<file path="config.mk">
export PLATFORM = sky130hd
export DESIGN_NAME = pwr_pin_cond
export DESIGN_NICKNAME = d
export VERILOG_FILES = /design/src/rtl/pcond_pkg.sv /design/src/rtl/pcond_sync.sv /design/src/rtl/pcond_glitch_filter.sv /design/src/rtl/pcond_strap_capture.sv /design/src/rtl/pwr_pin_cond.sv
export SDC_FILE = /design/constraint.sdc
export NUM_CORES = 1
export LEC_CHECK = 0
export BUFFER_PORTS_ARGS = -buffer_cell sky130_fd_sc_hd__buf_2
export CORE_AREA = 2 2 72 74
export CTS_BUF_LIST = sky130_fd_sc_hd__clkbuf_4 sky130_fd_sc_hd__clkbuf_8 sky130_fd_sc_hd__clkbuf_16
export CTS_CLUSTER_DIAMETER = 100
export DETAILED_ROUTE_END_ITERATION = 16
export DIE_AREA = 0 0 74 76
export GPL_ROUTABILITY_DRIVEN = 1
export PLACE_DENSITY_LB_ADDON = 0.15
export RECOVER_POWER = 25
export SLEW_MARGIN = 0
export SYNTH_ARGS = -nofsm -noshare
export SYNTH_HDL_FRONTEND = slang
export SYNTH_SLANG_ARGS = --single-unit
</file>
<file path="constraint.sdc">
create_clock -name clk -period 1.9 [get_ports clk]
set_input_delay 0.285 -clock clk [delete_from_list [all_inputs] [get_ports clk]]
set_output_delay 0.285 -clock clk [all_outputs]
set_load 0.02 [all_outputs]
</file>
<file path="src/rtl/pcond_pkg.sv">
package pcond_pkg;

    typedef enum logic [1:0] {
        FLT_IDLE         = 2'd0,
        FLT_QUAL_ASSERT  = 2'd1,
        FLT_ACTIVE       = 2'd2,
        FLT_QUAL_RELEASE = 2'd3
    } flt_state_e;

endpackage

</file>
<file path="src/rtl/pcond_sync.sv">
module pcond_sync #(
    parameter int W       = 1,
    parameter bit RST_VAL = 1'b1
) (
    input  logic         clk,
    input  logic         por_n,
    input  logic [W-1:0] d,
    output logic [W-1:0] q
);
    logic [W-1:0] stage1;
    logic [W-1:0] stage2;

    always_ff @(posedge clk or negedge por_n) begin
        if (!por_n) begin
            stage1 <= {W{RST_VAL}};
            stage2 <= {W{RST_VAL}};
        end else begin
            stage1 <= d;
            stage2 <= stage1;
        end
    end

    assign q = stage2;
endmodule

</file>
<file path="src/rtl/pcond_glitch_filter.sv">
module pcond_glitch_filter
    import pcond_pkg::*;
#(
    parameter int QUAL_CYC       = 100,
    parameter bit START_ASSERTED = 1'b0
) (
    input  logic clk,
    input  logic por_n,
    input  logic in_low,
    output logic asserted
);
    localparam int CW = $clog2(QUAL_CYC + 1);
    localparam logic [CW-1:0] LAST = CW'(QUAL_CYC - 1);
    localparam flt_state_e RST_ST = START_ASSERTED ? FLT_ACTIVE : FLT_IDLE;

    flt_state_e    state, state_nx;
    logic [CW-1:0] cnt, cnt_nx;

    // next-state and counter logic
    always_comb begin
        state_nx = state;
        cnt_nx   = cnt;
        unique case (state)
            FLT_IDLE: begin
                if (in_low) begin
                    state_nx = FLT_QUAL_ASSERT;
                    cnt_nx   = CW'(1);
                end
            end
            FLT_QUAL_ASSERT: begin
                if (!in_low) begin
                    state_nx = FLT_IDLE;
                    cnt_nx   = '0;
                end else if (cnt == LAST) begin
                    state_nx = FLT_ACTIVE;
                    cnt_nx   = '0;
                end else begin
                    cnt_nx = cnt + CW'(1);
                end
            end
            FLT_ACTIVE: begin
                if (!in_low) begin
                    state_nx = FLT_QUAL_RELEASE;
                    cnt_nx   = CW'(1);
                end
            end
            FLT_QUAL_RELEASE: begin
                if (in_low) begin
                    state_nx = FLT_ACTIVE;
                    cnt_nx   = '0;
                end else if (cnt == LAST) begin
                    state_nx = FLT_IDLE;
                    cnt_nx   = '0;
                end else begin
                    cnt_nx = cnt + CW'(1);
                end
            end
            default: begin
                state_nx = RST_ST;
                cnt_nx   = '0;
            end
        endcase
    end

    // state register
    always_ff @(posedge clk or negedge por_n) begin
        if (!por_n) begin
            state <= RST_ST;
            cnt   <= '0;
        end else begin
            state <= state_nx;
            cnt   <= cnt_nx;
        end
    end

    // outputs (Moore)
    always_comb begin
        unique case (state)
            FLT_ACTIVE, FLT_QUAL_RELEASE: asserted = 1'b1;
            default:                      asserted = 1'b0;
        endcase
    end
endmodule

</file>
<file path="src/rtl/pcond_strap_capture.sv">
module pcond_strap_capture (
    input  logic clk,
    input  logic por_n,
    input  logic rst_level,
    input  logic auto_s,
    output logic release_pulse,
    output logic auto_dflt
);
    logic rst_prev;

    assign release_pulse = rst_prev & ~rst_level;

    always_ff @(posedge clk or negedge por_n) begin
        if (!por_n) begin
            rst_prev  <= 1'b1;
            auto_dflt <= 1'b0;
        end else begin
            rst_prev <= rst_level;
            if (release_pulse) begin
                auto_dflt <= auto_s;
            end
        end
    end
endmodule

</file>
<file path="src/rtl/pwr_pin_cond.sv">
module pwr_pin_cond #(
    parameter int CYC_PER_US   = 100,
    parameter int MIN_PULSE_US = 1,
    parameter int N_PORTS      = 4
) (
    input  logic               clk,
    input  logic               por_n,
    input  logic               rst_pin_n,
    input  logic [N_PORTS-1:0] shdn_pin_n,
    input  logic               auto_pin,
    output logic               chip_rst,
    output logic               rst_release,
    output logic [N_PORTS-1:0] port_off_req,
    output logic               auto_live,
    output logic               auto_dflt
);
    localparam int QUAL_CYC = CYC_PER_US * MIN_PULSE_US;
    localparam int NLO      = N_PORTS + 1;

    logic [NLO-1:0]     lo_pins_s;
    logic               auto_s;
    logic [N_PORTS-1:0] shdn_f;

    pcond_sync #(.W(NLO), .RST_VAL(1'b1)) u_sync_lo (
        .clk(clk), .por_n(por_n),
        .d({rst_pin_n, shdn_pin_n}), .q(lo_pins_s)
    );

    pcond_sync #(.W(1), .RST_VAL(1'b0)) u_sync_auto (
        .clk(clk), .por_n(por_n), .d(auto_pin), .q(auto_s)
    );

    pcond_glitch_filter #(.QUAL_CYC(QUAL_CYC), .START_ASSERTED(1'b1)) u_rst_flt (
        .clk(clk), .por_n(por_n),
        .in_low(~lo_pins_s[N_PORTS]), .asserted(chip_rst)
    );

    for (genvar i = 0; i < N_PORTS; i++) begin : g_port
        pcond_glitch_filter #(.QUAL_CYC(QUAL_CYC), .START_ASSERTED(1'b0)) u_shdn_flt (
            .clk(clk), .por_n(por_n),
            .in_low(~lo_pins_s[i]), .asserted(shdn_f[i])
        );
        assign port_off_req[i] = chip_rst | shdn_f[i];
    end

    pcond_strap_capture u_strap (
        .clk(clk), .por_n(por_n), .rst_level(chip_rst), .auto_s(auto_s),
        .release_pulse(rst_release), .auto_dflt(auto_dflt)
    );

    assign auto_live = auto_s;
endmodule

</file>
# Yosys cells after proc, flatten, opt, wreduce, memory -nomap -nowiden
# Cells that the tools add are included.
# W data, S select, Z words.
[classes] n_addsub=5 eq_ne=40 muxes=70 n_bitwise=6 reduce_logical=20
[op_table] op="$mux W7" count=25
[op_table] op="$pmux W7 S4" count=5
[op_table] op="$mux W2" count=30
[op_table] op="$pmux W2 S4" count=5
[op_table] op="$add A7 B1 Y7 const B" count=5
[op_table] op="$eq A7 B7 Y1 const B" count=5
[op_table] op="$ne A3 B2 Y1 const B" count=10
[op_table] op="$eq A2 B2 Y1 const B" count=10
[op_table] op="$ne A2 B2 Y1 const B" count=10
[op_table] op="$reduce_and A4 Y1" count=5
[op_table] op="$eq A2 B1 Y1 const B" count=5
[op_table] op="$logic_not A2 Y1" count=5
[op_table] op="$reduce_and A2 Y1" count=5
[op_table] op="$reduce_or A2 Y1" count=5
[op_table] op="$mux W1" count=5
[op_table] op="$or A1 B1 Y1" count=4
[op_table] op="$and A1 B1 Y1" count=1
[op_table] op="$not A1 Y1" count=1
[totals] regBits=59 input_bits=8 output_inout_bits=8 word_cells=157

# Depth between registers and ports, before layout
# Gate-level depths: netlist of the first run.
[depth] word_depth=5 mapped_depth=5 ltp_nobuf=5

# Hierarchy
# Synthesis of the first run repeated with hierarchy kept, for this count alone.
[hier_totals] hier_cells=269 hier_area_um2=2932.8
[modules_own_cells] module="pcond_glitch_filter at g_port[0].u_shdn_flt ..." n_inst=4 cells_per_inst=49 area_per_inst_um2=501.7 seq_area_each_um2=225.2
[modules_own_cells] module="pcond_glitch_filter at u_rst_flt" n_inst=1 cells_per_inst=48 area_per_inst_um2=489.2 seq_area_each_um2=226.5
[modules_own_cells] module="pcond_sync at u_sync_lo" n_inst=1 cells_per_inst=10 area_per_inst_um2=262.8 seq_area_each_um2=262.8
[modules_own_cells] module="pcond_strap_capture" n_inst=1 cells_per_inst=4 area_per_inst_um2=80.1 seq_area_each_um2=51.3
[modules_own_cells] module="pcond_sync at u_sync_auto" n_inst=1 cells_per_inst=2 area_per_inst_um2=50.0 seq_area_each_um2=50.0
[modules_own_cells] module="pwr_pin_cond" n_inst=1 cells_per_inst=9 area_per_inst_um2=43.8 seq_area_each_um2=0.0

# Least setup slack after synthesis of the first run
# No wires, ideal clock.
[synth_path] path_type="reg2reg" start="register u_strap.rst_prev" end="register u_strap.auto_dflt" setup_time_ns=0.125 arrival_ns=1.243 required_time_ns=1.775 slack_ns=0.532 path_stages_with_launch=3 path_buffers=0 period_less_slack_ns=1.368 path_cell_list="dfstp_2 -> nor2b_1 -> mux2_2"
[synth_via] elab_chain_cells=1
[synth_rtl] item="from (decl)" line_no="pcond_strap_capture.sv:9" rtl="logic rst_prev;"
[synth_rtl] item="from (signal assigned)" line_no="pcond_strap_capture.sv:18" rtl="rst_prev <= rst_level;"
[synth_rtl] item="$and A1 B1 Y1" line_no="pcond_strap_capture.sv:11" rtl="assign release_pulse = rst_prev & ~rst_level;"
[synth_rtl] item="net rst_release" line_no="pwr_pin_cond.sv:12" rtl="output logic rst_release,"
[synth_rtl] item="to (signal assigned)" line_no="pcond_strap_capture.sv:20" rtl="auto_dflt <= auto_s;"
[synth_rtl] item="to (decl)" line_no="pcond_strap_capture.sv:7" rtl="output logic auto_dflt"
# The timed path passes the listed nets, and every way through them passes these cells.
# A chain may end at the register's enable or synchronous reset.

==> run summary, run 1 <==
## Clocking
* 0 — Post-CTS Setup Inserts
* 2 — clock tree buffer depth
* 0.07 ns — clock input transition at the sequential cells of the worst setup and hold paths
* clkbuf_8 — root buffer cell
* 3 — number of H-tree levels
* 0.34 ns — later-pin clock latency in the skew report
* 9 — clock buffer count from CTS
* 59 — sinks on the clock net
* 0 — number of gates resized after cts
* yes — TritonCTS clock tree

## Die
* 26 — number of rows in the core area
* 0.567 — initial core utilization
* 74 um — x dimension of the die
* 4910 um2 — Std-Cell Core Area
* 76 um — Die Height
* 5620 um2 — area enclosed by the die boundary
* 16 — number of top-level pins

## Placed design
* 0.337 ns — pre-CTS setup slack
* 3220 um — hpwl dp
* 15 — count of buffers inserted at the top-level ports
* 0.846 — final weighted congestion of routability-driven global placement

## Logic synthesis
* 0.422 — share of Yosys cell area claimed by the top area cell type
* 0 — EDFF count, synth
* 270 — Post-Syn Nets
* dfrtp_1 — largest area contributor in the synthesized netlist
* 10.8 um2 — synthesized area per cell
* 48 — count of cell types in the netlist
* dfrtp_1 — cell with the most instances after synthesis
* 1.00 — Synth async-reset ratio
* 0 — YS warnings
* dfrtp_1 — primary flip-flop cell chosen by synthesis mapping
* 2790 um2 — Netlist Area Pre-Place
* dfrtp_1 (42%), dfstp_2 (11%), nand2_1 (4.0%), xor2_1 (3.5%), o21ai_0 (3.4%) — top post-synthesis cells by area
* dfrtp_1 (47), nand2_1 (30), o21ai_0 (19) — most used standard cells in the synthesized netlist
* 257 — Cells after Synth
* 0.535 — sequential-to-total area share from yosys stat
* 59 — synthesis-stage register bit count

## Drt
* 13.1 um — routed length per instance
* 4 — number of iterations in the first detailed-routing pass
* 0 — Antenna Nets Post-Route
* 4670 um — detailed-route wire length
* 5.43 — via count normalized by instance count
* 113 — drt initial violations
* 0 — drt drc
* 1940 — DR vias

## GRT
* 60 — pin count of the biggest net entering global routing
* 0.199 — global-route usage over all layers
* 1912 — vias in the first global route
* 0 — residual overflow from global routing
* 8500 um — first-pass GRT wire length
* 0 — number of antenna violations at the first check in global routing

## Setup path
* 1.62 ns — data required time at the worst endpoint
* g_port[1].u_shdn_flt.cnt[0] — Critical R2R Launch
* reg -> out — kind of critical path
* 7 — largest fanout on the critical path
* dfstp_2 — slowest stage cell, crit path
* flip-flop — startpoint type of the worst setup path
* 0.61 ns — highest cell delay on the worst timing path
* output pin — category of the worst setup path capture point
* 1.37 ns — Critical Path AT
* inv_1, nand2_1, buf_2 — CP Cell Sequence

## Finish
* 1250 um2 — footprint of the multi-input gates
* 0 — number of antenna cells inserted
* 0.202 — share of layout cells above drive strength 1
* 1490 um2 — Seq. cell area
* 295 — net count of the finished layout
* 0.643 — share of the core filled with cells
* 392 — fill cell instance count of the final layout
* 13.2% — synthesis-to-layout area growth

## Timing
* 0.775 ns — Tightest Pin Transition
* 0.248 ns — setup slack after layout
* 0.484 — worst slew slack as a fraction of its limit
* 0 ns — sum of negative setup slack
* 0 — max-slew violation total from the final report
* 0 — Final Hold Vio Count
* 0.0396 ns — final hold slack
* 0.00625 ns — worst setup skew after layout
* 605 MHz — Max Clock Freq
* 0.869 — fin crit share
* false — setup repair after global routing missed its margin
* 1.65 ns — final worst path period need
* 0 — number of setup violations in the final report

## Pwr
* 849 nW/um2 — PwrDens
* 1.43 nW — Leak
* 0.000566 V — peak supply drop

## Flow run
* 0 — Max Cap Viol

## Min path
* in -> reg — Hold Path Class
* shdn_pin_n[0] — Hold Crit Start

## Run status
* complete, no violations — result of the run

-- routing by layer --
layer | vias up | part of all wire | GRT usage
met5 | - | 0 | 0
met4 | 0 | 0.020 | 0.104
met3 | 8 | 0.030 | 0.0595
met2 | 28 | 0.46 | 0.293
met1 | 932 | 0.49 | 0.262
li1 | 972 | - | -
-- cell usage in the layout (no fill, tap or decap), types with 2 or more instances in the layout --
master,count
nor2b_1,3
nand2_1,30
nand3_1,18
nand2b_1,6
o31ai_1,4
a22o_1,6
buf_2,15
or3_1,6
dfrtp_1,47
a21oi_1,12
a41oi_1,2
nand3b_1,6
mux2i_1,6
clkbuf_4,2
o21ai_0,19
and3_1,7
nor3_1,2
or2_2,2
o21a_1,3
dfstp_2,12
inv_1,7
ha_1,5
clkinv_2,3
or2_1,2
xor2_1,11
xnor2_1,6
a31oi_1,4
xnor2_2,2
nor2_1,5
clkbuf_8,10
-- worst paths after layout --
path | depth (start not counted) | end | slack [ns]
setup / recovery | 3 | port_off_req[1] | 0.25
hold / removal | 1 | u_sync_lo.stage1[0] | 0.04
setup reg to reg | 5 | g_port[1].u_shdn_flt.cnt[3] | 0.32
hold reg to reg | 0 | u_sync_lo.q[2] | 0.35
max in group asynchronous | 3 | async pin | 0.73
min in group asynchronous | 3 | g_port[2].u_shdn_flt.cnt[0] | 0.66
-- cell families after synthesis --
family,after synthesis,share of synthesized area
AOI/OAI and AO/OA,59,0.140
adders and majority gates,5,0.0224
muxes,7,0.0256
buffers and inverters,11,0.0153
and+or+nand+nor,96,0.191
xor gates and xnor gates,20,0.0709
DFF,59,0.535
-- power by group --
part	total, mW	internal [mW]	switching [mW]	leakage [nW]
clock network	1.14	0.648	0.492	0.103
registers	1.37	1.32	0.0532	0.750
logic	0.170	0.0732	0.0970	0.579
total	2.68	2.04	0.642	1.43
-- stage by stage --
stage	total power, mW	cell area [um2]	instances
2_1_floorplan	1.49	2790	257
3_3_place_gp	1.56	2960	340
3_5_place_dp	1.57	2960	340
4_1_cts	2.73	3170	357
5_1_grt	2.81	3160	357
6_report	2.68	3160	357
-- registers in the layout, summed over array words and instances, names as in the netlist, named ones only --
register	count
g_port.u_shdn_flt.cnt	28
u_rst_flt.cnt	7
u_sync_lo.q	5
u_sync_lo.stage1	5
g_port.u_shdn_flt.state	4
u_rst_flt.state	1
u_strap.auto_dflt	1
u_strap.rst_prev	1
u_sync_auto.q	1
u_sync_auto.stage1	1
-- cell type report --
class | instances | share of cell area
clock buffer | 11 | 0.0460
clock inverter | 5 | 0.0166
inverter | 7 | 0.00832
multi-input combinational | 187 | 0.397
sequential | 59 | 0.472
tap | 70 | 0.0277
timing repair buffer | 18 | 0.0317
-- critical path, delay by kind of cell (launching register included) --
kind	cells	cell delay [ns]
AND/OR/NAND/NOR	1	0.12
flip-flops	1	0.61
buffers and inverters	2	0.30
-- what timing repair did --
item / 4_1_cts / 5_1_grt
setup endpoints to repair: 0 / 0
endpoints found under the hold margin: 47 / 0
hold buffers: 1 / 0
Note: power is estimated with default switching activity, not from simulation.
==> inputs of run 2 (changes only) <==
==> constraint.sdc (replaced) <==
create_clock -name clk -period 1.7 [get_ports clk]
set_input_delay 0.255 -clock clk [delete_from_list [all_inputs] [get_ports clk]]
set_output_delay 0.255 -clock clk [all_outputs]
set_load 0.02 [all_outputs]
==> run summary, run 2 (synthesis results as in run 1) <==
## Run status
* complete, no violations — result of the run

## GRT
* 0.199 — global-route usage over all layers
* 0.279 — global-route met1 utilization
* 0.286 — global-route track usage on met2
* 8560 um — first-pass GRT wire length
* 60 — pin count of the biggest net entering global routing
* 0 — residual overflow from global routing
* 1882 — vias in the first global route
* 0 — number of antenna violations at the first check in global routing
* met2 — GRT busiest layer
* 0.0489 — met3 global-route usage

## Setup path
* 1.34 ns — Critical Path AT
* 1.44 ns — data required time at the worst endpoint
* reg -> out — kind of critical path
* inv_1, nand2_1, buf_2 — CP Cell Sequence
* 0.62 ns — highest cell delay on the worst timing path
* output pin — category of the worst setup path capture point
* 2 — CP bufs+invs
* 7 — largest fanout on the critical path
* dfstp_2 — slowest stage cell, crit path
* flip-flops — Top delay family on crit path
* flip-flop — startpoint type of the worst setup path

## Timing
* 0 — max-slew violation total from the final report
* 0 ns — sum of negative setup slack
* 0.0111 ns — worst setup skew after layout
* 627 MHz — Max Clock Freq
* 0.769 ns — Tightest Pin Transition
* false — setup repair after global routing missed its margin
* 0.0234 ns — final hold slack
* 0 — number of setup violations in the final report
* 0.104 ns — setup slack after layout
* 0 — Final Hold Vio Count
* 0.939 — fin crit share
* 1.60 ns — final worst path period need
* 0.488 — worst slew slack as a fraction of its limit

## Finish
* 3200 um2 — Finished Cell Area
* 0 — number of antenna cells inserted
* 14.8% — synthesis-to-layout area growth
* 297 — net count of the finished layout
* 374 — fill cell instance count of the final layout
* 0.652 — share of the core filled with cells
* 0.208 — share of layout cells above drive strength 1
* 28 — number of flip-flops under the largest register name
* 1490 um2 — Seq. cell area
* g_port.u_shdn_flt.cnt — register containing the most flip-flops in the final layout
* 1260 um2 — footprint of the multi-input gates
* 359 — final instance count without filler cells
* dfrtp_1 (47), nand2_1 (30), o21ai_0 (19) — commonest cells after routing, fill and taps aside
* g_port.u_shdn_flt.cnt x28, u_rst_flt.cnt x7 — biggest regs
* dfrtp_1 — most common cell after layout, fill and taps aside

## Placed design
* 2980 um2 — placed standard-cell area
* 15 — count of buffers inserted at the top-level ports
* 3150 um — hpwl dp
* 0.158 ns — pre-CTS setup slack
* 0.866 — final weighted congestion of routability-driven global placement
* 342 — Placed Cells

## Die
* 5620 um2 — area enclosed by the die boundary
* 4910 um2 — Std-Cell Core Area
* 76 um — Die Height
* 0.567 — initial core utilization
* 16 — number of top-level pins
* 26 — number of rows in the core area
* 74 um — x dimension of the die

## Pwr
* 3.16 mW — total power
* 1.45 nW — Leak
* 986 nW/um2 — PwrDens
* 0.000999 V — peak supply drop

## Drt
* 5.46 — via count normalized by instance count
* 0 — Antenna Nets Post-Route
* 1959 — DR vias
* 13.4 um — routed length per instance
* 4810 um — detailed-route wire length
* 4 — number of iterations in the first detailed-routing pass
* 163 — drt initial violations
* 0 — drt drc

## Clocking
* 0 — Post-CTS Setup Inserts
* 0.33 ns — later-pin clock latency in the skew report
* clkbuf_8 — root buffer cell
* 2 — clock tree buffer depth
* yes — TritonCTS clock tree
* 59 — sinks on the clock net
* 3 — number of H-tree levels
* 9 — clock buffer count from CTS
* 0.06 ns — clock input transition at the sequential cells of the worst setup and hold paths

## Min path
* in -> reg — Hold Path Class

## Flow run
* 0 — Max Cap Viol

==> run 2: changes by cell type in the layout (fill, tap and decap cells not counted), sizes merged <==
cell,change
bufinv,+1
clkbuf,+4
clkinvlp,-1
clkinv,-3
buf,+1
==> run 2: report_power, final <==
group	switching, mW	internal [mW]	total [mW]
clock network	0.520	0.910	1.43
registers	0.0559	1.47	1.53
logic	0.114	0.0851	0.199
==> run 2: final cells by class <==
| cell class | instances | share of cell area |
|---|---|---|
| clock buffer | 14 | 0.0504 |
| multi-input combinational | 187 | 0.394 |
| sequential | 59 | 0.466 |
| clock inverter | 2 | 0.0188 |
| tap | 70 | 0.0274 |
| timing repair buffer | 20 | 0.0356 |
| inverter | 7 | 0.00821 |
==> run 2: per-layer routing <==
metal,share of wire,vias to the layer above
met2,0.46,33
met5,0,-
li1,-,973
met3,0.028,7
met4,0.018,0
met1,0.49,946
==> run 2: path summary, 6_finish.rpt <==
kind | from | to | slack (ns) | cells after the start
min in group asynchronous | por_n | g_port[2].u_shdn_flt.cnt[0] | 0.63 | 3
hold / removal | shdn_pin_n[1] | u_sync_lo.stage1[1] | 0.02 | 1
setup / recovery | flip-flop | port_off_req[1] | 0.10 | 3
hold reg to reg | u_sync_lo.stage1[2] | u_sync_lo.q[2] | 0.35 | 0
setup reg to reg | u_sync_lo.q[1] | g_port[1].u_shdn_flt.cnt[3] | 0.18 | 4
max in group asynchronous | por_n | g_port[0].u_shdn_flt.cnt[6] | 0.55 | 3
==> run 2: timing repair <==
action,CTS,global route
resized for setup,0,1
endpoints found under the setup margin,0,7
hold buffers,1,0
endpoints found under the hold margin,47,0
==> inputs of run 3 (changes only) <==
--- a/config.mk
+++ b/config.mk
@@ -14,6 +14,7 @@
 export GPL_ROUTABILITY_DRIVEN = 1
 export PLACE_DENSITY_LB_ADDON = 0.15
 export RECOVER_POWER = 25
+export REMOVE_ABC_BUFFERS = 1
 export SLEW_MARGIN = 0
 export SYNTH_ARGS = -nofsm -noshare
 export SYNTH_HDL_FRONTEND = slang
==> run summary, run 3 (synthesis results as in run 1) <==
## Setup path
* 5 — cell depth of the worst flop-to-flop path
* 0.17 ns — reg-to-reg slack, setup
* flip-flop — startpoint type of the worst setup path
* 1.44 ns — data required time at the worst endpoint
* port_off_req[0] — capture point of the worst path
* reg -> out — kind of critical path
* 1.36 ns — Critical Path AT
* output pin — category of the worst setup path capture point
* g_port[0].u_shdn_flt.cnt[6] — worst r2r dst
* g_port[0].u_shdn_flt.cnt[0] — Critical R2R Launch
* 7 — largest fanout on the critical path

## Finish
* dfrtp_1 (47), nand2_1 (30), o21ai_0 (19) — commonest cells after routing, fill and taps aside
* 3170 um2 — Finished Cell Area
* 0.211 — share of layout cells above drive strength 1
* dfrtp_1 — most common cell after layout, fill and taps aside
* 28 — number of flip-flops under the largest register name
* 388 — fill cell instance count of the final layout
* 359 — final instance count without filler cells
* 13.9% — synthesis-to-layout area growth
* g_port.u_shdn_flt.cnt — register containing the most flip-flops in the final layout
* 297 — net count of the finished layout
* 0 — number of antenna cells inserted
* g_port.u_shdn_flt.cnt x28, u_rst_flt.cnt x7 — biggest regs

## Timing
* 0.948 — fin crit share
* 0.485 ns — Tightest Pin Transition
* 0 — number of setup violations in the final report
* 0.677 — worst slew slack as a fraction of its limit
* 1.61 ns — final worst path period need
* false — setup repair after global routing missed its margin
* 0.0879 ns — setup slack after layout
* 0 ns — sum of negative setup slack
* 0 — max-slew violation total from the final report
* 620 MHz — Max Clock Freq
* 0 — Final Hold Vio Count
* 0.00756 ns — worst setup skew after layout

## Placed design
* 342 — Placed Cells
* 3420 um — hpwl dp
* 15 — count of buffers inserted at the top-level ports
* 0.127 ns — pre-CTS setup slack
* 0.831 — final weighted congestion of routability-driven global placement
* 2990 um2 — placed standard-cell area

## Drt
* 4780 um — detailed-route wire length
* 68 — drt initial violations
* 5.43 — via count normalized by instance count
* 0 — drt drc
* 6 — number of iterations in the first detailed-routing pass
* 1951 — DR vias
* 0 — Antenna Nets Post-Route
* 13.3 um — routed length per instance

## Clocking
* 59 — sinks on the clock net
* yes — TritonCTS clock tree
* 9 — clock buffer count from CTS
* 3 — number of H-tree levels
* 2 — clock tree buffer depth
* clkbuf_8 — root buffer cell
* 0.06 ns — clock input transition at the sequential cells of the worst setup and hold paths
* 0.33 ns — later-pin clock latency in the skew report

## GRT
* 0 — number of antenna violations at the first check in global routing
* 0 — residual overflow from global routing
* 0.195 — global-route usage over all layers
* 8550 um — first-pass GRT wire length
* 23 — pin count of the biggest net entering global routing
* 1939 — vias in the first global route

## Die
* 4910 um2 — Std-Cell Core Area
* 74 um — x dimension of the die
* 16 — number of top-level pins
* 0.567 — initial core utilization
* 5620 um2 — area enclosed by the die boundary
* 26 — number of rows in the core area
* 76 um — Die Height

## Pwr
* 909 nW/um2 — PwrDens
* 2.89 mW — total power
* 0.000643 V — peak supply drop
* 1.44 nW — Leak

## Min path
* shdn_pin_n[3] — Hold Crit Start
* in -> reg — Hold Path Class

## Run status
* complete, no violations — result of the run

## Flow run
* 0 — Max Cap Viol

[run 3: what timing repair did]
item | 4_1_cts | 5_1_grt
setup endpoints to repair | 0 | 5
buffers inserted | 0 | 0
hold buffers | 1 | 0
hold endpoints to repair | 12 | 0
resized for setup | 0 | 1
[run 3: how the worst min path moves through the flow]
stage / to / depth (start not counted) / slack, ns
final: u_sync_lo.stage1[3] / 1 / 0.03
after global routing: u_sync_lo.stage1[4] / 1 / 0.01
after CTS: u_sync_lo.stage1[3] / 1 / 0.008
after detailed placement: g_port[2].u_shdn_flt.cnt[3] / 1 / 0.24
after global placement: g_port[2].u_shdn_flt.cnt[3] / 1 / 0.24
after floorplan: async pin / 0 / -0.04
[run 3: cell type report]
cell class              instances  area, um2  area share
inverters                       7       26.3     0.00828
multi-input cells             187       1260       0.397
flip-flops and latches         59       1490       0.470
well taps                      70       87.6      0.0276
clock inverters                 2       10.0     0.00315
clock buffers                  14        174      0.0548
repair buffers                 20        125      0.0394
[run 3: per-stage QoR]
step                utilization  hold slack (ns)
finish                    0.646           0.0253
global route              0.646          0.00960
CTS                       0.648          0.00819
detailed placement        0.609            0.241
global placement          0.609            0.237
floorplan                     -          -0.0406
[run 3: layer usage]
layer  vias to the layer above  global-route usage  wire [um]
met5                         -                   0          0
met4                         0              0.0964         87
met3                         9              0.0410        114
met2                        32               0.289       2260
met1                       935               0.271       2320
li1                        975                   -          -
[run 3: power breakdown]
group	switching, mW	internal (mW)	leakage (nW)
Clock	0.503	0.653	0.101
Sequential	0.0606	1.47	0.750
Combinational	0.111	0.0881	0.593
Total	0.674	2.21	1.44
[run 3: critical path, stage by stage (launching register included)]
cell     delay (ns)
dfstp_2        0.61
inv_1          0.13
nand2_1        0.12
buf_2          0.17
